===== config.mk =====
export PLATFORM = sky130hd
export DESIGN_NAME = codec_rf_top
export DESIGN_NICKNAME = d
export VERILOG_FILES = /design/src/rtl/codec_rf_pkg.sv /design/src/rtl/codec_rf_decode.sv /design/src/rtl/codec_rf_direct.sv /design/src/rtl/codec_rf_indirect.sv /design/src/rtl/codec_rf_top.sv
export SDC_FILE = /design/constraint.sdc
export NUM_CORES = 1
export LEC_CHECK = 0
export BUFFER_PORTS_ARGS = -buffer_cell sky130_fd_sc_hd__buf_2
export CAP_MARGIN = 5
export CELL_PAD_IN_SITES_DETAIL_PLACEMENT = 2
export CELL_PAD_IN_SITES_GLOBAL_PLACEMENT = 2
export CORE_MARGIN = 2
export CORE_UTILIZATION = 43
export DETAILED_ROUTE_END_ITERATION = 10
export GPL_ROUTABILITY_DRIVEN = 0
export GPL_TIMING_DRIVEN = 0
export PLACE_DENSITY = 0.87
export SETUP_SLACK_MARGIN = 0.02
export SLEW_MARGIN = 0
export SYNTH_ARGS = -nofsm -noshare
export SYNTH_HDL_FRONTEND = slang
export SYNTH_HIERARCHICAL = 1
export SYNTH_SLANG_ARGS = --single-unit

===== constraint.sdc =====
create_clock -name clk -period 2.5 [get_ports clk]
set_input_delay 0.25 -clock clk [delete_from_list [all_inputs] [get_ports clk]]
set_output_delay 0.25 -clock clk [all_outputs]
set_load 0.02 [all_outputs]

===== src/rtl/codec_rf_pkg.sv =====
`timescale 1ns/1ps
package codec_rf_pkg;
  localparam int DATA_W  = 32;
  localparam int ADDR_W  = 6;
  localparam int DIR_CNT = 16;
  localparam int IND_CNT = 32;
  localparam int IND_W   = 8;
  localparam int WIDX_W  = $clog2(DIR_CNT);
  localparam int IIDX_W  = $clog2(IND_CNT);

  // direct word roles
  localparam int DIR_PTR  = 0;
  localparam int DIR_PORT = 1;
  localparam int DIR_RO   = 2;
  localparam int DIR_CTL  = 4;

  // indirect index roles
  localparam int IND_WO    = 3;
  localparam int IND_FIX_A = 11;
  localparam int IND_VER   = 12;
  localparam int IND_FIX_B = 25;

  localparam logic [IND_W-1:0]  VER_CODEC = 8'h8A;
  localparam logic [IND_W-1:0]  VER_CHIP  = 8'hA0;
  localparam logic [IND_W-1:0]  VER_KEEP  = 8'h40;
  localparam logic [DATA_W-1:0] CTL_MASK  = 32'h0000_007F;

  function automatic logic [IND_W-1:0] ind_reset_val(input int i);
    if (i == IND_VER)   return VER_CODEC;
    if (i == IND_FIX_B) return VER_CHIP;
    return '0;
  endfunction

  function automatic logic ind_writable(input int i);
    return !(i == IND_FIX_A || i == IND_FIX_B);
  endfunction

  function automatic logic [IND_W-1:0] ind_merge(input int i, input logic [IND_W-1:0] wb);
    if (i == IND_VER) return (wb & VER_KEEP) | VER_CODEC;
    return wb;
  endfunction

  function automatic logic [DATA_W-1:0] ind_read_ext(input logic [IIDX_W-1:0] idx,
                                                     input logic [IND_W-1:0] v);
    if (idx == IIDX_W'(IND_WO)) return '0;
    return {{(DATA_W-IND_W){1'b0}}, v};
  endfunction
endpackage


===== src/rtl/codec_rf_decode.sv =====
`timescale 1ns/1ps
module codec_rf_decode
  import codec_rf_pkg::*;
#(
  parameter int A_W = ADDR_W,
  parameter int N_DIR = DIR_CNT
) (
  input  logic                      bus_vld,
  input  logic                      bus_we,
  input  logic [A_W-1:0]            bus_addr,
  input  logic                      wdata_lsb,
  output logic [A_W-3:0]            word_idx,
  output logic [N_DIR-1:0]          dir_wr,
  output logic                      port_wr,
  output logic                      rd_evt,
  output logic                      sw_reset
);
  localparam int W_W = A_W - 2;
  logic wr_evt;

  assign word_idx = bus_addr[A_W-1:2];
  assign wr_evt   = bus_vld && bus_we;
  assign rd_evt   = bus_vld && !bus_we;
  assign port_wr  = wr_evt && (word_idx == W_W'(DIR_PORT));

  for (genvar i = 0; i < N_DIR; i++) begin : g_sel
    if (i == DIR_PORT || i == DIR_RO) begin : g_none
      assign dir_wr[i] = 1'b0;
    end else begin : g_wr
      assign dir_wr[i] = wr_evt && (word_idx == W_W'(i));
    end
  end

  assign sw_reset = dir_wr[DIR_CTL] && wdata_lsb;
endmodule


===== src/rtl/codec_rf_direct.sv =====
`timescale 1ns/1ps
module codec_rf_direct
  import codec_rf_pkg::*;
#(
  parameter int D_W = DATA_W,
  parameter int N_DIR = DIR_CNT
) (
  input  logic                        clk,
  input  logic                        rst_n,
  input  logic                        sw_reset,
  input  logic [N_DIR-1:0]            dir_wr,
  input  logic [D_W-1:0]              wdata,
  output logic [N_DIR-1:0][D_W-1:0]   regs
);
  for (genvar i = 0; i < N_DIR; i++) begin : g_reg
    if (i == DIR_PORT || i == DIR_RO) begin : g_const
      assign regs[i] = '0;
    end else if (i == DIR_CTL) begin : g_ctl
      logic [D_W-1:0] q;
      always_ff @(posedge clk or negedge rst_n) begin
        if (!rst_n)          q <= '0;
        else if (dir_wr[i])  q <= wdata & D_W'(CTL_MASK);
      end
      assign regs[i] = q;
    end else begin : g_plain
      logic [D_W-1:0] q;
      always_ff @(posedge clk or negedge rst_n) begin
        if (!rst_n)          q <= '0;
        else if (sw_reset)   q <= '0;
        else if (dir_wr[i])  q <= wdata;
      end
      assign regs[i] = q;
    end
  end
endmodule


===== src/rtl/codec_rf_indirect.sv =====
`timescale 1ns/1ps
module codec_rf_indirect
  import codec_rf_pkg::*;
#(
  parameter int B_W = IND_W,
  parameter int N_IND = IND_CNT,
  localparam int I_W = $clog2(N_IND)
) (
  input  logic            clk,
  input  logic            rst_n,
  input  logic            sw_reset,
  input  logic            wr_en,
  input  logic [I_W-1:0]  idx,
  input  logic [B_W-1:0]  wbyte,
  output logic [B_W-1:0]  rd_byte,
  output logic [B_W-1:0]  ver_codec_q,
  output logic [B_W-1:0]  ver_chip_q
);
  logic [N_IND-1:0][B_W-1:0] bank;

  for (genvar i = 0; i < N_IND; i++) begin : g_ind
    localparam logic [B_W-1:0] RV = B_W'(ind_reset_val(i));
    logic [B_W-1:0] q;
    if (!ind_writable(i)) begin : g_fixed
      always_ff @(posedge clk or negedge rst_n) begin
        if (!rst_n)        q <= RV;
        else if (sw_reset) q <= RV;
      end
    end else begin : g_rw
      always_ff @(posedge clk or negedge rst_n) begin
        if (!rst_n)                            q <= RV;
        else if (sw_reset)                     q <= RV;
        else if (wr_en && idx == I_W'(i))      q <= B_W'(ind_merge(i, wbyte));
      end
    end
    assign bank[i] = q;
  end

  assign rd_byte     = bank[idx];
  assign ver_codec_q = bank[IND_VER];
  assign ver_chip_q  = bank[IND_FIX_B];
endmodule


===== src/rtl/codec_rf_top.sv =====
`timescale 1ns/1ps
module codec_rf_top
  import codec_rf_pkg::*;
(
  input  logic              clk,
  input  logic              rst_n,
  input  logic              bus_vld,
  input  logic              bus_we,
  input  logic [5:0]        bus_addr,
  input  logic [31:0]       bus_wdata,
  output logic [31:0]       bus_rdata,
  output logic              irq
);
  logic [WIDX_W-1:0]             word_idx;
  logic [DIR_CNT-1:0]            dir_wr;
  logic                          port_wr;
  logic                          rd_evt;
  logic                          sw_reset_evt;
  logic [DIR_CNT-1:0][DATA_W-1:0] dir_regs;
  logic [IIDX_W-1:0]             cur_idx;
  logic [IND_W-1:0]              ind_rd_byte;
  logic [IND_W-1:0]              ver_codec_q;
  logic [IND_W-1:0]              ver_chip_q;
  logic [DATA_W-1:0]             dir_ro_q;
  logic [DATA_W-1:0]             dir_ctl_q;
  logic [DATA_W-1:0]             rd_next;
  logic [DATA_W-1:0]             rdata_q;

  codec_rf_decode #(.A_W(ADDR_W), .N_DIR(DIR_CNT)) u_dec (
    .bus_vld   (bus_vld),
    .bus_we    (bus_we),
    .bus_addr  (bus_addr),
    .wdata_lsb (bus_wdata[0]),
    .word_idx  (word_idx),
    .dir_wr    (dir_wr),
    .port_wr   (port_wr),
    .rd_evt    (rd_evt),
    .sw_reset  (sw_reset_evt)
  );

  codec_rf_direct #(.D_W(DATA_W), .N_DIR(DIR_CNT)) u_dir (
    .clk      (clk),
    .rst_n    (rst_n),
    .sw_reset (sw_reset_evt),
    .dir_wr   (dir_wr),
    .wdata    (bus_wdata),
    .regs     (dir_regs)
  );

  assign cur_idx   = dir_regs[DIR_PTR][IIDX_W-1:0];
  assign dir_ro_q  = dir_regs[DIR_RO];
  assign dir_ctl_q = dir_regs[DIR_CTL];

  codec_rf_indirect #(.B_W(IND_W), .N_IND(IND_CNT)) u_ind (
    .clk         (clk),
    .rst_n       (rst_n),
    .sw_reset    (sw_reset_evt),
    .wr_en       (port_wr),
    .idx         (cur_idx),
    .wbyte       (bus_wdata[IND_W-1:0]),
    .rd_byte     (ind_rd_byte),
    .ver_codec_q (ver_codec_q),
    .ver_chip_q  (ver_chip_q)
  );

  always_comb begin
    if (word_idx == WIDX_W'(DIR_PORT)) rd_next = ind_read_ext(cur_idx, ind_rd_byte);
    else                               rd_next = dir_regs[word_idx];
  end

  always_ff @(posedge clk or negedge rst_n) begin
    if (!rst_n)      rdata_q <= '0;
    else if (rd_evt) rdata_q <= rd_next;
  end

  assign bus_rdata = rdata_q;
  assign irq       = 1'b0;
endmodule


# Word level (Yosys, flattened, before mapping)
# Cells that the tools add are included.
totals:
  regBits: 695
  inputBits: 42
  wordCells: 282
op_classes:
  order_cmp: 2
  eq_ne: 43
  mux: 98
  reduce_logical: 94
ops:
  columns: ["operator", "n"]
  rows:
  - ["$mux 32", 30]
  - ["$mux 8", 62]
  - ["$bmux 32 s4", 1]
  - ["$reduce_bool 2->1", 43]
  - ["$eq 5x5->1 const B", 15]
  - ["$logic_and 1x1->1", 48]
  - ["$bmux 8 s5", 1]
  - ["$eq 5x4->1 const B", 7]
  - ["$eq 4x4->1 const B", 8]
  - ["$eq 5x3->1 const B", 4]
  - ["$eq 4x3->1 const B", 4]
  - ["$eq 5x2->1 const B", 2]
  - ["$lt 5x6->1 const B", 1]
  - ["$eq 5x1->1 const B", 1]
  - ["$logic_not 5->1", 1]
  - ["$lt 4x5->1 const B", 1]
  - ["$eq 4x1->1 const B", 1]
  - ["$eq 4x2->1 const B", 1]
  - ["$logic_not 4->1", 1]
  - ["$mux 1", 4]
  - ["$logic_not 1->1", 1]

# Logic depth before layout (Yosys ltp)
# Gate-level depths: netlist (run 1).
depth:
  ltp_word: 8
  depth_mapped: 11

# Cells and area by module
# Netlist (run 1), hierarchy kept.
by_module_without_submodules:
  columns: ["module", "n_inst", "cells_each", "area_each_um2", "seq_area_each_um2"]
  rows:
  - ["codec_rf_direct", 1, 1483, 18014.8, 10585.2]
  - ["codec_rf_indirect", 1, 1186, 12010.3, 5830.6]
  - ["codec_rf_top", 1, 468, 5247.5, 800.8]
  - ["codec_rf_decode", 1, 32, 185.2, 0.0]

# Worst setup path after synthesis (run 1)
# OpenSTA, ideal clock, no wires.
synth_timing:
  kind: "reg-to-reg"
  startpoint: "register u_dir.g_reg[0].g_plain.q[0]"
  endpoint: "register rdata_q[6], in the netlist bus_rdata[6]"
  setup_ns: 0.128
  arrival_ns: 1.928
  path_slack_ns: 0.444
  stages_incl_launch_ff: 9
  n_path_buf: 3
  path_cell_list: "dfrtp_1 buf_6 buf_8 buf_2 mux4_2 a221oi_1 a21oi_1 a211oi_1 nor3_1"
synth_via:
  word_cells_on_any_way: 7
  cone_classes: "1 x eq/ne; 6 x mux"
synth_lines:
  columns: ["item", "line_no", "rtl"]
  rows:
  - ["start: declaration", "codec_rf_direct.sv:26", "logic [D_W-1:0] q;"]
  - ["start signal: assignment", "codec_rf_direct.sv:30", "else if (dir_wr[i]) q <= wdata;"]
  - ["$bmux 8 s5", "codec_rf_indirect.sv:39", "assign rd_byte = bank[idx];"]
  - ["$mux 8 (implied by the code)", "codec_rf_indirect.sv:39", null]
  - ["named net ind_rd_byte[6]", "codec_rf_top.sv:21", "logic [IND_W-1:0] ind_rd_byte;"]
  - ["$mux 32", "codec_rf_pkg.sv:46", "return {{(DATA_W-IND_W){1'b0}}, v};"]
  - ["$mux 32", "codec_rf_top.sv:67", "if (word_idx == WIDX_W'(DIR_PORT)) rd_next = ind_read_ext(cur_idx, ind_rd_byte);"]
  - ["end signal: assignment", "codec_rf_top.sv:73", "else if (rd_evt) rdata_q <= rd_next;"]
  - ["end: declaration", "codec_rf_top.sv:27", "logic [DATA_W-1:0] rdata_q;"]
# The timed path passes the listed nets, and every way through them passes these cells. The select of a mux whose other input is x is not followed.
# A chain may end at the register's enable or synchronous reset.

# Worst setup path in the final report (run 1)
layout_timing:
  startpoint: "register u_dir.g_reg[0].g_plain.q[0]"
  endpoint: "register rdata_q[2], in the netlist bus_rdata[2]"
# The elaborated chain is that of the path after synthesis.

==> impl_metrics.tcl, run 1 <==
set metrics [dict create \
    coreArea_sq_um 80700 \
    pwr-share-seq 0.408 \
    tns_ns -9.83 \
    ir_drop_mv 0.610 \
    period_share 1.25 \
    io_buffers 71 \
    cts_root_buffer "clkbuf_16" \
    grt_pass1_wl_mm 257 \
    critPathCaptureType "register" \
    finish.instance_area_sq_um 41100 \
    min_path_type "input pin to register" \
    row_count 104 \
    worst_pin_slew_ns 1.31 \
    required_ns 3.02 \
    cp_top_family "compound AO/OA/AOI/OAI gates" \
    final_cell_mix "dfrtp_1 (686), mux2i_1 (631), nor2_1 (591)" \
    p_leak_nw 18.3 \
    max_freq_mhz 320 \
    hold_depth 3 \
    slowest_stage "a21oi_1" \
    drive_gt1_frac 0.222 \
    first_pass_iters 5 \
    clock_sinks 688 \
    rsz0062_at_grt "yes" \
    worstSetupPathType "register to register" \
    die_y_um 290 \
    relSlewSlack 0.128 \
    avgSynthCellArea_sq_um 11.3 \
    numCtsBuffers 81 \
    crit_buf_inv 2 \
    cp-start-kind "register" \
    die_w_um 290 \
    drt_iter0_markers 4435 \
    slowest_delay_ns 0.70 \
    intPower_mw 22.1 \
    violations "setup timing" \
    grt_pass1_vias 34760 \
    die-area_sq_um 83900 \
    cap_violations 0 \
    placed_cell_area_sq_um 37100 \
    grt_use_total 0.428 \
    path_cells "buf_12, and2_0, clkbuf_2, a21oi_1, o21ai_1, a32oi_1, a311oi_2, a211oi_2, nor3_2" \
    dp_hpwl_mm 97.9 \
    nets 3434 \
    reg2reg_depth 9 \
    wirelength_mm 194 \
    synth_warnings 6 \
    status "complete, but fails checks" \
    switching_share 0.354 \
    final-hold-violation-count 0 \
    clkTransAtPathRegs_ns 0.07 \
    start_util 0.435 \
    setup_slack_ns -0.627 \
    synthToLayoutAreaGrowth_pct 17.3 \
    grt_antenna_before_repair 12 \
    io_pins 75 \
    clkPwrFrac 0.372 \
    cts_tree "done" \
    wl_per_cell_um 43.0 \
    p_sw_mw 12.1 \
    num_vias 31894 \
    insertion_delay_ns 0.68 \
    slew_viol_final 0 \
    skew_ns 0.0316 \
    syn_inst 3117 \
    p_per_area_nw_per_um2 833 \
    drc 0 \
    finalPower_mw 34.3 \
    synth_area_sq_um 35100 \
    clk_path_buf_depth 3 \
    htree_levels 3 \
    period_minus_slack_ns 3.13 \
    crit_fanout 9 \
    drt-vias-per-instance 7.06 \
    crit_arrival_ns 3.65 \
    grt_max_degree 126 \
    antenna_left 0 \
    setup_viol 106 \
    combPwrFrac 0.220 \
    path_depth 9 \
    layout_commonest_cell "dfrtp_1" \
    overflow 0 \
]
## power by group through the flow
stage / registers [mW] / clock network, mW / logic, mW
after floorplan: 13.5 / 0 / 3.45
after global placement: 13.6 / 0 / 5.11
after CTS: 13.7 / 12.4 / 6.43
after detailed placement: 13.8 / 0 / 5.60
after global routing: 14.0 / 13.1 / 7.59
final: 14.0 / 12.8 / 7.54
## routing by layer
metal  track usage  vias to the layer above  share of wire
met5             0                        -        0.00030
met4         0.311                        8          0.094
met3         0.121                     1216           0.11
met2         0.673                     2941           0.45
met1         0.503                    16394           0.35
li1              -                    11335              -
## worst register-to-register path, cell delays in order (launching register included)
cell      delay [ns]
dfrtp_2         0.44
buf_12          0.17
and2_0          0.18
clkbuf_2        0.27
a21oi_1         0.70
o21ai_1         0.31
a32oi_1         0.40
a311oi_2        0.17
a211oi_2        0.29
nor3_2          0.08
## sequential cells by signal, summed over array words and instances, names as in the netlist
signal             cells
u_dir/g.g_plain.q    416
u_ind/g_ind.q        232
bus_rdata             32
u_dir/g.g_ctl.q        7
u_ind/ver_codec_q      1
## path summary, 6_finish.rpt
path / startpoint / endpoint / slack, ns
setup / recovery: u_dir/g_reg[0].g_plain.q[0]$_DFFE_PN0P_ / bus_rdata[2]$_DFFE_PN0P_ / -0.63
hold / removal: bus_wdata[5] / u_dir/g_reg[14].g_plain.q[5]$_DFFE_PN0P_ / 0.03
setup reg to reg: u_dir/g_reg[0].g_plain.q[0]$_DFFE_PN0P_ / bus_rdata[2]$_DFFE_PN0P_ / -0.63
hold reg to reg: u_ind/g_ind[18].q[5]$_DFFE_PN0P_ / u_ind/g_ind[18].q[5]$_DFFE_PN0P_ / 0.53
max in group asynchronous: rst_n / u_dir/g_reg[10].g_plain.q[1]$_DFFE_PN0P_ / 0.50
min in group asynchronous: rst_n / u_dir/g_reg[12].g_plain.q[23]$_DFFE_PN0P_ / 0.21
## final cells by class
| cell class | instances | area, sq um |
|---|---|---|
| clock buffers | 109 | 2250 |
| multi-input cells | 2095 | 16100 |
| clock inverters | 35 | 398 |
| flip-flops and latches | 688 | 17200 |
| diodes | 4 | 10.0 |
| well taps | 1060 | 1330 |
| fillers | 7802 | 39500 |
| repair buffers | 136 | 1200 |
| inverters | 35 | 133 |
| plain buffers | 355 | 2450 |
## repair_timing
item / in CTS / in global routing
hold buffers: 27 / 0
endpoints found under the hold margin: 168 / 0
endpoints found under the setup margin: 73 / 179
pin swaps: 15 / 23
resized for setup: 122 / 73
setup buffers: 13 / 16
cloned: 3 / 0
## per-stage QoR
stage                     hold slack (ns)  setup WS (ns)  std cells  utilization
after floorplan                   -0.0456          0.444       3173            -
after global placement              0.487         -13.16       4304        0.458
after detailed placement            0.321         -0.872       4310        0.460
after CTS                         0.00980         -0.110       4497        0.504
after global routing               0.0489         -0.386       4515        0.510
final                              0.0348         -0.627       4517        0.510
Note: power is estimated with default switching activity, not from simulation.
==> run 2: changes to the inputs <==
--- a/config.mk
+++ b/config.mk
@@ -16,6 +16,7 @@
 export GPL_TIMING_DRIVEN = 0
 export PLACE_DENSITY = 0.87
 export SETUP_SLACK_MARGIN = 0.02
+export SKIP_CTS_REPAIR_TIMING = 1
 export SLEW_MARGIN = 0
 export SYNTH_ARGS = -nofsm -noshare
 export SYNTH_HDL_FRONTEND = slang
==> run 2 against run 1 <==
The flow finishes with violations (hold timing, setup timing). Critical path depth is 1 higher. Critical path type unchanged. Final cell count decreased by 0.29%. Clock skew fell by 0.0022 ns. Total power shrank 2.1%. Clock-buffer cell count stayed put.
==> impl_metrics.tcl, run 2 (synthesized netlist as in run 1, its figures left out) <==
set metrics [dict create \
    final-hold-violation-count 1 \
    path_cells "buf_8, buf_12, buf_12, buf_12, nor2b_2, a21oi_1, a31oi_1, a21oi_2, a32oi_1, nand3_1" \
    fillers 7883 \
    clock_sinks 688 \
    clkTransAtPathRegs_ns 0.07 \
    die_y_um 290 \
    htree_levels 3 \
    drt-vias-per-instance 6.82 \
    pwr-share-seq 0.415 \
    setup_slack_ns -0.814 \
    crit_fanout 10 \
    p_per_area_nw_per_um2 822 \
    num_vias 30733 \
    status "complete, but fails checks" \
    p_sw_mw 11.5 \
    tns_ns -19.97 \
    synthToLayoutAreaGrowth_pct 16.4 \
    critPathCaptureType "register" \
    slew_viol_final 0 \
    grt_antenna_before_repair 10 \
    placed_cell_area_sq_um 37100 \
    grt_pass1_wl_mm 232 \
    fin_util 0.506 \
    required_ns 3.03 \
    wirelength_mm 179 \
    insertion_delay_ns 0.68 \
    min_path_type "input pin to register" \
    start_util 0.435 \
    numCtsBuffers 81 \
    violations "hold timing, setup timing" \
    wl_per_cell_um 39.8 \
    pre_cts_ws_ns -0.872 \
    period_share 1.33 \
    drc 0 \
    dp_hpwl_mm 97.9 \
    rsz0062_at_grt "yes" \
    relSlewSlack 0.221 \
    slowest_stage "a31oi_1" \
    cp_top_family "compound AO/OA/AOI/OAI gates" \
    combPwrFrac 0.209 \
    overflow 0 \
    nets 3416 \
    p_leak_nw 18.2 \
    slowest_delay_ns 0.82 \
    regMostFlops "u_dir/g.g_plain.q" \
    switching_share 0.343 \
    instances_no_fill 4504 \
    setup_viol 150 \
    die_w_um 290 \
    largest_reg_flops 416 \
    intPower_mw 22.0 \
    drive_gt1_frac 0.217 \
    clkPwrFrac 0.376 \
    drt_iter0_markers 4250 \
    io_pins 75 \
    row_count 104 \
    cp-start-kind "register" \
    worst_pin_slew_ns 1.17 \
    die-area_sq_um 83900 \
    finalPower_mw 33.5 \
    layout_commonest_cell "dfrtp_1" \
    max_freq_mhz 302 \
    first_pass_iters 7 \
    worstSetupPathType "register to register" \
    crit_arrival_ns 3.84 \
    finish.instance_area_sq_um 40800 \
    ir_drop_mv 0.665 \
    coreArea_sq_um 80700 \
    cts_tree "done" \
    grt_use_total 0.380 \
    antenna_left 0 \
    cap_violations 0 \
    skew_ns 0.0294 \
    io_buffers 71 \
    final_cell_mix "dfrtp_1 (685), mux2i_1 (635), nor2_1 (590)" \
    crit_buf_inv 4 \
    period_minus_slack_ns 3.31 \
    grt_max_degree 126 \
    clk_path_buf_depth 3 \
    post-place-cells 4310 \
    grt_pass1_vias 33020 \
    whs_ns -0.0494 \
    crit_top_cell "buf_12" \
    cts_root_buffer "clkbuf_16" \
]
[run 2: cell types whose count changed in the layout (fill, tap and decap cells not counted), moves of 4 or more]
cell           before  now
mux2i_4             9    5
buf_8               7    3
nor2_2              3    7
clkbuf_1           75   79
buf_4             109  103
buf_16             11    7
dlygate4sd3_1      27   19
mux2i_1           631  635
clkbuf_2           19   14
diode_2             4    9
[run 2: power by group through the flow]
stage	sequential (mW)	clock, mW	combinational [mW]
after floorplan	13.5	0	3.45
after global placement	13.6	0	5.11
after detailed placement	13.8	0	5.60
after CTS	13.7	12.4	5.97
after global routing	14.0	13.0	7.17
final	13.9	12.6	7.01
[run 2: path summary, 6_finish.rpt]
kind / from / to / slack, ns / cells past startpoint
max in group asynchronous: rst_n / u_dir/g_reg[10].g_plain.q[4]$_DFFE_PN0P_ / 0.49 / 5
min in group asynchronous: rst_n / u_dir/g_reg[12].g_plain.q[23]$_DFFE_PN0P_ / 0.21 / 3
max: u_dir/g_reg[0].g_plain.q[0]$_DFFE_PN0P_ / bus_rdata[3]$_DFFE_PN0P_ / -0.81 / 10
max reg2reg: u_dir/g_reg[0].g_plain.q[0]$_DFFE_PN0P_ / bus_rdata[3]$_DFFE_PN0P_ / -0.81 / 10
min reg2reg: u_dir/g_reg[12].g_plain.q[1]$_DFFE_PN0P_ / u_dir/g_reg[12].g_plain.q[1]$_DFFE_PN0P_ / 0.52 / 2
min: bus_wdata[31] / u_dir/g_reg[5].g_plain.q[31]$_DFFE_PN0P_ / -0.05 / 3
[run 2: per-layer routing]
metal	vias up	part of all wire	track usage
met1	16006	0.36	0.470
met3	968	0.099	0.0843
met4	4	0.084	0.222
met5	-	0.00016	0
li1	11306	-	-
met2	2449	0.46	0.615
[run 2: cell type report]
class,instances,area [sq um],area share
clock inverter,35,398,0.00975
tap,1060,1330,0.0325
multi-input combinational,2095,16100,0.394
sequential,688,17200,0.422
clock buffer,109,2250,0.0552
timing repair buffer,118,963,0.0236
antenna,9,22.5,0.000552
inverter,35,135,0.00331
buffer,355,2430,0.0595
[run 2: worst register-to-register path: cells and delay by family (launching register included)]
family	cells	cell delay (ns)
AO/OA/AOI/OAI	4	1.61
buffers and inverters	4	0.62
AND/OR/NAND/NOR	2	0.48
flip-flops	1	0.47
